File: src/rtl/cache_tag_pkg.sv
package cache_tag_pkg;
  typedef enum logic [1:0] {
    VICT_LRU  = 2'd0,
    VICT_FIFO = 2'd1,
    VICT_LFU  = 2'd2,
    VICT_RAND = 2'd3
  } vict_pol_e;
endpackage

File: src/rtl/cache_tag_lookup.sv
module cache_tag_lookup #(
  parameter int WAYS  = 4,
  parameter int TAG_W = 10,
  parameter int WAY_W = 2
) (
  input  logic [WAYS-1:0][TAG_W-1:0] tags_i,
  input  logic [WAYS-1:0]            valid_i,
  input  logic [TAG_W-1:0]           tag_i,
  input  logic                       write_i,
  output logic                       hit_o,
  output logic [WAY_W-1:0]           hit_way_o,
  output logic                       free_o,
  output logic [WAY_W-1:0]           free_way_o
);
  // scan downwards so the lowest index wins
  always_comb begin
    hit_o      = 1'b0;
    hit_way_o  = '0;
    free_o     = 1'b0;
    free_way_o = '0;
    for (int w = WAYS - 1; w >= 0; w--) begin
      if (tags_i[w] == tag_i && (write_i || valid_i[w])) begin
        hit_o     = 1'b1;
        hit_way_o = WAY_W'(w);
      end
      if (!valid_i[w]) begin
        free_o     = 1'b1;
        free_way_o = WAY_W'(w);
      end
    end
  end
endmodule

File: src/rtl/cache_tag_victim.sv
module cache_tag_victim
  import cache_tag_pkg::*;
#(
  parameter int        WAYS    = 4,
  parameter int        WAY_W   = 2,
  parameter int        STAMP_W = 32,
  parameter int        USE_W   = 8,
  parameter vict_pol_e POLICY  = VICT_LRU
) (
  input  logic                            clk_i,
  input  logic                            rst_ni,
  input  logic [WAYS-1:0][USE_W-1:0]      use_i,
  input  logic [WAYS-1:0][STAMP_W-1:0]    ins_i,
  input  logic [WAYS-1:0][STAMP_W-1:0]    acc_i,
  output logic [WAY_W-1:0]                victim_o
);
  localparam int LFSR_W = 16;

  logic [LFSR_W-1:0]  lfsr_q;
  logic [WAY_W-1:0]   min_way;
  logic [STAMP_W-1:0] min_key;
  logic [STAMP_W-1:0] key;

  always_ff @(posedge clk_i or negedge rst_ni) begin
    if (!rst_ni) lfsr_q <= LFSR_W'(1);
    else         lfsr_q <= {lfsr_q[LFSR_W-2:0], lfsr_q[15] ^ lfsr_q[13] ^ lfsr_q[12] ^ lfsr_q[10]};
  end

  // strict less-than keeps the lowest index on ties
  always_comb begin
    min_way = '0;
    min_key = '1;
    key     = '0;
    for (int w = 0; w < WAYS; w++) begin
      case (POLICY)
        VICT_LFU:  key = STAMP_W'(use_i[w]);
        VICT_FIFO: key = ins_i[w];
        default:   key = acc_i[w];
      endcase
      if (w == 0 || key < min_key) begin
        min_key = key;
        min_way = WAY_W'(w);
      end
    end
  end

  always_comb begin
    if (POLICY == VICT_RAND) victim_o = (WAYS > 1) ? lfsr_q[WAY_W-1:0] : '0;
    else                     victim_o = min_way;
  end
endmodule

File: src/rtl/cache_tag_dir.sv
module cache_tag_dir
  import cache_tag_pkg::*;
#(
  parameter int        ADDR_W  = 16,
  parameter int        CACHE_W = 8,
  parameter int        BLOCK_W = 4,
  parameter int        WAYS    = 4,
  parameter vict_pol_e POLICY  = VICT_LRU,
  parameter int        STAMP_W = 32,
  parameter int        USE_W   = 8,
  parameter int        CNT_W   = 16,
  localparam int LINES    = 2 ** (CACHE_W - BLOCK_W),
  localparam int WAYS_EFF = (WAYS == -1) ? LINES : WAYS,
  localparam int WAY_W    = (WAYS_EFF > 1) ? $clog2(WAYS_EFF) : 1
) (
  input  logic              clk_i,
  input  logic              rst_ni,
  input  logic              req_valid_i,
  output logic              req_ready_o,
  input  logic [ADDR_W-1:0] req_addr_i,
  input  logic              req_write_i,
  input  logic              flush_i,
  output logic              resp_valid_o,
  output logic              resp_hit_o,
  output logic [WAY_W-1:0]  resp_way_o,
  output logic              resp_evict_o,
  output logic [CNT_W-1:0]  hit_cnt_o,
  output logic [CNT_W-1:0]  miss_cnt_o,
  output logic [CNT_W-1:0]  inval_cnt_o,
  output logic [CNT_W-1:0]  flush_cnt_o
);
  localparam int SETS   = (WAYS_EFF > 0) ? LINES / WAYS_EFF : 1;
  localparam int SET_W  = (SETS > 1) ? $clog2(SETS) : 0;
  localparam int SET_WI = (SET_W > 0) ? SET_W : 1;
  localparam int TAG_W  = ADDR_W - BLOCK_W - SET_W;
  localparam int LINE_W = (LINES > 1) ? $clog2(LINES) : 1;

  if (WAYS_EFF <= 0 || (WAYS_EFF & (WAYS_EFF - 1)) != 0 || WAYS_EFF > LINES) begin : g_bad_ways
    $error("cache_tag_dir: WAYS must be -1 or a power of two not above the line count");
  end

  // line state
  logic [TAG_W-1:0]   tag_q [LINES];
  logic               val_q [LINES];
  logic [USE_W-1:0]   use_q [LINES];
  logic [STAMP_W-1:0] ins_q [LINES];
  logic [STAMP_W-1:0] acc_q [LINES];

  logic [STAMP_W-1:0] now_q;
  logic [SET_WI-1:0]  set_idx;
  logic [TAG_W-1:0]   req_tag;

  logic [WAYS_EFF-1:0][TAG_W-1:0]   set_tag;
  logic [WAYS_EFF-1:0]              set_val;
  logic [WAYS_EFF-1:0][USE_W-1:0]   set_use;
  logic [WAYS_EFF-1:0][STAMP_W-1:0] set_ins;
  logic [WAYS_EFF-1:0][STAMP_W-1:0] set_acc;

  logic             hit, free_any, accept;
  logic [WAY_W-1:0] hit_way, free_way, victim_way, alloc_way;
  logic [LINE_W-1:0] hit_line, fill_line;

  logic             resp_valid_q, resp_hit_q, resp_evict_q;
  logic [WAY_W-1:0] resp_way_q;
  logic [CNT_W-1:0] hit_cnt_q, miss_cnt_q, inval_cnt_q, flush_cnt_q;

  if (SET_W > 0) begin : g_set
    assign set_idx = req_addr_i[BLOCK_W +: SET_WI];
  end else begin : g_one_set
    assign set_idx = '0;
  end
  assign req_tag = req_addr_i[ADDR_W-1 -: TAG_W];

  always_comb begin
    for (int w = 0; w < WAYS_EFF; w++) begin
      set_tag[w] = tag_q[int'(set_idx) * WAYS_EFF + w];
      set_val[w] = val_q[int'(set_idx) * WAYS_EFF + w];
      set_use[w] = use_q[int'(set_idx) * WAYS_EFF + w];
      set_ins[w] = ins_q[int'(set_idx) * WAYS_EFF + w];
      set_acc[w] = acc_q[int'(set_idx) * WAYS_EFF + w];
    end
  end

  cache_tag_lookup #(
    .WAYS (WAYS_EFF),
    .TAG_W(TAG_W),
    .WAY_W(WAY_W)
  ) u_lookup (
    .tags_i    (set_tag),
    .valid_i   (set_val),
    .tag_i     (req_tag),
    .write_i   (req_write_i),
    .hit_o     (hit),
    .hit_way_o (hit_way),
    .free_o    (free_any),
    .free_way_o(free_way)
  );

  cache_tag_victim #(
    .WAYS   (WAYS_EFF),
    .WAY_W  (WAY_W),
    .STAMP_W(STAMP_W),
    .USE_W  (USE_W),
    .POLICY (POLICY)
  ) u_victim (
    .clk_i   (clk_i),
    .rst_ni  (rst_ni),
    .use_i   (set_use),
    .ins_i   (set_ins),
    .acc_i   (set_acc),
    .victim_o(victim_way)
  );

  assign alloc_way   = free_any ? free_way : victim_way;
  assign hit_line    = LINE_W'(int'(set_idx) * WAYS_EFF + int'(hit_way));
  assign fill_line   = LINE_W'(int'(set_idx) * WAYS_EFF + int'(alloc_way));
  assign req_ready_o = !flush_i;
  assign accept      = req_valid_i && !flush_i;

  // time base starts at 1 so a cleared stamp is always oldest
  always_ff @(posedge clk_i or negedge rst_ni) begin
    if (!rst_ni) now_q <= STAMP_W'(1);
    else         now_q <= now_q + STAMP_W'(1);
  end

  always_ff @(posedge clk_i or negedge rst_ni) begin
    if (!rst_ni) begin
      for (int l = 0; l < LINES; l++) begin
        tag_q[l] <= '0;
        val_q[l] <= 1'b0;
        use_q[l] <= '0;
        ins_q[l] <= '0;
        acc_q[l] <= '0;
      end
      resp_valid_q <= 1'b0;
      resp_hit_q   <= 1'b0;
      resp_evict_q <= 1'b0;
      resp_way_q   <= '0;
      hit_cnt_q    <= '0;
      miss_cnt_q   <= '0;
      inval_cnt_q  <= '0;
      flush_cnt_q  <= '0;
    end else begin
      resp_valid_q <= accept;
      if (flush_i) begin
        for (int l = 0; l < LINES; l++) begin
          tag_q[l] <= '0;
          val_q[l] <= 1'b0;
          use_q[l] <= '0;
          ins_q[l] <= '0;
          acc_q[l] <= '0;
        end
        flush_cnt_q <= flush_cnt_q + CNT_W'(1);
      end else if (accept) begin
        resp_hit_q   <= hit;
        resp_way_q   <= hit ? hit_way : alloc_way;
        resp_evict_q <= !hit && !free_any;
        if (hit) begin
          acc_q[hit_line] <= now_q;
          if (!req_write_i && use_q[hit_line] != '1)
            use_q[hit_line] <= use_q[hit_line] + USE_W'(1);
          hit_cnt_q <= hit_cnt_q + CNT_W'(1);
        end else begin
          tag_q[fill_line] <= req_tag;
          val_q[fill_line] <= 1'b1;
          use_q[fill_line] <= '0;
          ins_q[fill_line] <= now_q;
          acc_q[fill_line] <= '0;
          miss_cnt_q <= miss_cnt_q + CNT_W'(1);
          if (!free_any) inval_cnt_q <= inval_cnt_q + CNT_W'(1);
        end
      end
    end
  end

  assign resp_valid_o = resp_valid_q;
  assign resp_hit_o   = resp_valid_q && resp_hit_q;
  assign resp_evict_o = resp_valid_q && resp_evict_q;
  assign resp_way_o   = resp_way_q;
  assign hit_cnt_o    = hit_cnt_q;
  assign miss_cnt_o   = miss_cnt_q;
  assign inval_cnt_o  = inval_cnt_q;
  assign flush_cnt_o  = flush_cnt_q;
endmodule

File: config.mk
export PLATFORM = sky130hd
export DESIGN_NAME = cache_tag_dir
export DESIGN_NICKNAME = d
export VERILOG_FILES = /design/src/rtl/cache_tag_pkg.sv /design/src/rtl/cache_tag_lookup.sv /design/src/rtl/cache_tag_victim.sv /design/src/rtl/cache_tag_dir.sv
export SDC_FILE = /design/constraint.sdc
export NUM_CORES = 2
export LEC_CHECK = 0
export BUFFER_PORTS_ARGS = -buffer_cell sky130_fd_sc_hd__buf_2
export CAP_MARGIN = 20
export CORE_ASPECT_RATIO = 0.5
export CORE_MARGIN = 2
export CORE_UTILIZATION = 30
export CTS_CLUSTER_SIZE = 24
export DETAILED_ROUTE_END_ITERATION = 8
export MAX_ROUTING_LAYER = met4
export PLACE_DENSITY = 0.49
export SYNTH_ARGS = -nofsm -noshare
export SYNTH_HDL_FRONTEND = slang
export SYNTH_HIERARCHICAL = 1
export SYNTH_SLANG_ARGS = --single-unit
File: constraint.sdc
create_clock -name clk_i -period 9.8 [get_ports clk_i]
set_clock_uncertainty 0.1 [all_clocks]
set_input_delay 0.98 -clock clk_i [delete_from_list [all_inputs] [get_ports clk_i]]
set_output_delay 0.98 -clock clk_i [all_outputs]
set_load 0.05 [all_outputs]
* Word level (Yosys, flattened, before mapping)
Index checks and enable logic that the tools add are counted.
W data, S select, Z words.
** Operators by class
- Equality and inequality tests :: 5
- Add/sub/neg operators :: 10
- Reduce and logical (&&, ||, !) cells :: 23
- Multiplexer cells :: 78
- Magnitude comparators :: 11
- Bitwise logic cells :: 12
** Operator list (number)
- $mux W512 :: 3
- $and A512 B512 Y512 :: 1
- $bmux W32 S4 :: 4
- $bwmux W512 :: 1
- $not A512 Y512 :: 1
- $mux W160 :: 3
- $mux W32 :: 12
- $demux W32 S4 :: 2
- $bmux W10 S4 :: 4
- $bwmux W160 :: 1
- $ge A32 B5 Y1 const B :: 4
- $lt A32 B32 Y1 :: 3
- $not A5 Y32 :: 3
- $mux W10 :: 9
- $add A16 B1 Y16 const B :: 4
- $mux W16 :: 3
- $demux W10 S4 :: 1
- $eq A10 B10 Y1 :: 4
- $add A32 B1 Y32 const B :: 1
- $not A4 Y32 :: 1
- $mux W2 :: 12
- $mux W1 :: 18
- $bmux W1 S4 :: 4
- $or A16 B16 Y16 :: 1
- other kinds (16) :: 39
** Word-level totals
- Flip-flop bits (word level) :: 789
- Input port bits :: 21

* Depth between registers and ports, before layout
- Depth in word-level cells :: 23
- Depth in mapped cells :: 41
- Mapped depth without buffers :: 30

* Hierarchy
Netlist, hierarchy kept.
** Modules (own cells, without submodules)
- cache_tag_dir :: instances 1, cells each 5579, area each 62977.9 µm², seq. area each 35760.5 µm²
- cache_tag_victim :: instances 1, cells each 426, area each 3288.2 µm², seq. area each 0.0 µm²
- cache_tag_lookup :: instances 1, cells each 68, area each 515.5 µm², seq. area each 0.0 µm²

* Worst setup path after synthesis
Ideal clock, no wire load.
- Path type :: input to register
- Start point :: in req_addr_i[4]
- End point :: reg use_q[7] (netlist name)
- Arrival :: 9.910 ns
- Setup slack :: -0.336 ns
- Library setup time :: 0.126 ns
- Stages :: 40
- Cell sequence :: buf_6 > buf_6 > buf_6 > buf_2 > clkbuf_1 > buf_1 > mux4_2 > inv_1 > ha_1 > and2_1 > a221o_1 > a221oi_1 > o21a_1 > buf_2 > and2_1 > buf_2 > buf_2 > a21oi_1 > [... 4 more ...] > o2111a_2 > or4b_4 > o211ai_4 > buf_12 > mux2_4 > ha_1 > a2111oi_0 > a211oi_1 > nor2_1 > nor4_1 > a211oi_1 > nand4_1 > o21ai_0 > mux2_2 > nand2_1 > o211ai_1 > o211ai_1 > a221o_1
** RTL lines
- from (decl) :: line cache_tag_dir.sv:20 : input logic [ADDR_W-1:0] req_addr_i,

==> out/summary.txt <==
Initial antenna violation count - 1
Pleak - 19.9 nW
Vias in the first global route - 27347
Worst-Skew Late Latency - 0.68 ns
Worst Hold Class - in -> async
Met2 WL - 49.2 mm
# H-tree levels - 3
DRT Wirelength - 111 mm
Cts hold-fix bufs - 0
WHS - 0.324 ns
R2R depth - 37
Largest net degree at the start of global routing - 166
Starting Density - 30.4%
Number of fill cells - 12095
Setup WS post-layout - 0.413 ns
Row count - 91
WL met1 - 53.1 mm
Slew @ Worst Pin - 1.05 ns
Pwr/cell area - 165 nW/um2
Final Cycle Share - 95.8%
Initial DRC count - 2407
Number of post-CTS setup repair buffers - 0
Worst path required time - 10.24 ns
Vias - 26574
Die Ht - 255 um
Syn_area_per_cell - 11.6 um2
Peak Freq - 107 MHz
Util after Layout - 35.7%
Critical path class - in -> reg
Wire per inst - 22.0 um
Pre-CTS WS - -0.859 ns
Layout cells sized above 1 - 22.0%
Die ar. - 129000 um2
Final Total Pwr - 7.31 mW
Global-route wire length before repair - 171 mm
CTS max path bufs - 3
Register area - 19700 um2
Crit path max fanout - 32
Startpoint types - input pin
DPL Wire Length - 68.1 mm
Residual DRC - 0
Critical path's most frequent cell - buf_4
Fin nets - 3413
Synth warnings - 6
Rel. slew slack - 30.0%
Crit path time final - 9.39 ns
Critical path startpoint - req_addr_i[4]
Outcome - completed
Max-cap violations - 0
Synth-to-layout area growth - 17.4%
Port Buffers - 86
Worst setup endpoint - acc_q[178]$_DFFE_PN0P_
R2r setup slk - 0.60 ns
GRT Residual Overflow - 0
Placed instance area - 41200 um2
Critical Path AT - 9.83 ns
Clock Pin Slew Worst Setup and Hold Paths - 0.06 ns
Core box area - 124000 um2
Final instance area - 44300 um2
Setup-failing EPs final - 0
CP max stage delay - 0.58 ns
GRT Overall Usage - 17.7%
Worst setup EP type - flop
Mapped Area - 37800 um2
R2R Path End - acc_q[178]$_DFFE_PN0P_
Max VDD drop - 181 uV
Max Slew Vio Count - 0
Syn Inst Count - 3249
Syn nets - 3368
Num CTS Buffers - 82
Antenna Violating Nets Remaining - 0
Router iterations before antenna repair - 5
Met3 WL post-DR - 6.25 mm
Die width - 506 um
CTS tree - done
Clk sink count - 789
Final hold violations - 0
Vias/cell - 5.28
Multi-input gate area in the final layout - 16300 um2
Highest metal used - met4
R2r startpoint - acc_q[461]$_DFFE_PN0P_
Routability congestion estimate - 0.804
Ports - 91
CTS Root Cell - clkbuf_16
Slowest cell on the critical path - mux4_2
-- area by class of cell --
type	count	share of cell area (%)
inverters	78	0.661
repair buffers	352	6.71
well taps	1674	4.73
clock inverters	36	1.34
multi-input cells	1991	36.7
flip-flops and latches	789	44.6
diodes	2	0.0113
clock buffers	115	5.27
-- cell usage in the layout, fill, tap and decap left out, types with 9 or more instances in the layout --
master,n
nor2_1,94
clkbuf_16,83
nand3_1,37
mux2_4,29
mux4_2,172
buf_12,37
buf_2,82
nand4_1,50
xnor2_1,92
inv_1,77
nand2_1,441
nor2_2,17
clkbuf_8,17
bufinv_16,14
clkinv_2,9
dfrtp_1,788
ha_1,98
a21oi_2,18
a21oi_1,235
o21ai_0,19
buf_4,227
clkbuf_1,17
a22o_1,512
nand2b_1,10
and3_1,13
nor3_1,20
xor2_1,38
-- where the power goes --
group	total, mW	leakage (nW)	internal, mW	switching (mW)
Combinational	0.536	7.50	0.146	0.390
Clock	3.44	1.42	2.04	1.40
Sequential	3.33	11.0	3.29	0.0395
Total	7.31	19.9	5.48	1.83
-- worst min path at each step --
stage	endpoint	slack (ns)	from
2_1_floorplan	resp_hit_q$_DFFE_PN0P_	0.34	resp_hit_q$_DFFE_PN0P_
3_3_place_gp	inval_cnt_o[15]$_DFFE_PN0P_	0.35	inval_cnt_o[15]$_DFFE_PN0P_
3_5_place_dp	miss_cnt_o[15]$_DFFE_PN0P_	0.36	miss_cnt_o[15]$_DFFE_PN0P_
4_1_cts	tag_q[67]$_DFFE_PN0P_	0.32	rst_ni
5_1_grt	val_q[2]$_DFFE_PN0P_	0.37	rst_ni
6_report	tag_q[27]$_DFFE_PN0P_	0.32	rst_ni
-- critical path: cells and delay by family --
kind	cells	cell delay (ns)
compound gates	9	2.17
fa+ha+maj	3	0.95
buf+inv	9	1.68
mux	3	1.20
simple gates	14	2.78
-- state kept, by name (all words and copies together), names as in the netlist --
register and count:
miss_cnt_o 16, resp_valid_o 1, now_q 32, acc_q 512, resp_hit_q 1, flush_cnt_o 16
val_q 16, hit_cnt_o 16, inval_cnt_o 16, resp_evict_q 1, tag_q 160, resp_way_o 2
-- metrics by stage --
stage,setup TNS (ns),instances
final,0,5037
after CTS,0,5033
after global routing,-0.00285,5037
after detailed placement,-431.44,4882
after global placement,-370.85,4882
after floorplan,0,3249
-- layer usage --
metal	GRT usage (%)	vias to the layer above
li1	-	11830
met1	24.8	13951
met2	26.4	662
met3	3.43	131
met4	4.07	0
met5	-	-
-- timing repair --
item	in CTS	in global routing
endpoints found under the hold margin	0	0
cloned	0	1
resized for setup	2	20
setup endpoints to repair	267	683
pin swaps	0	2
No activity file was read; power rests on OpenSTA's default activity.
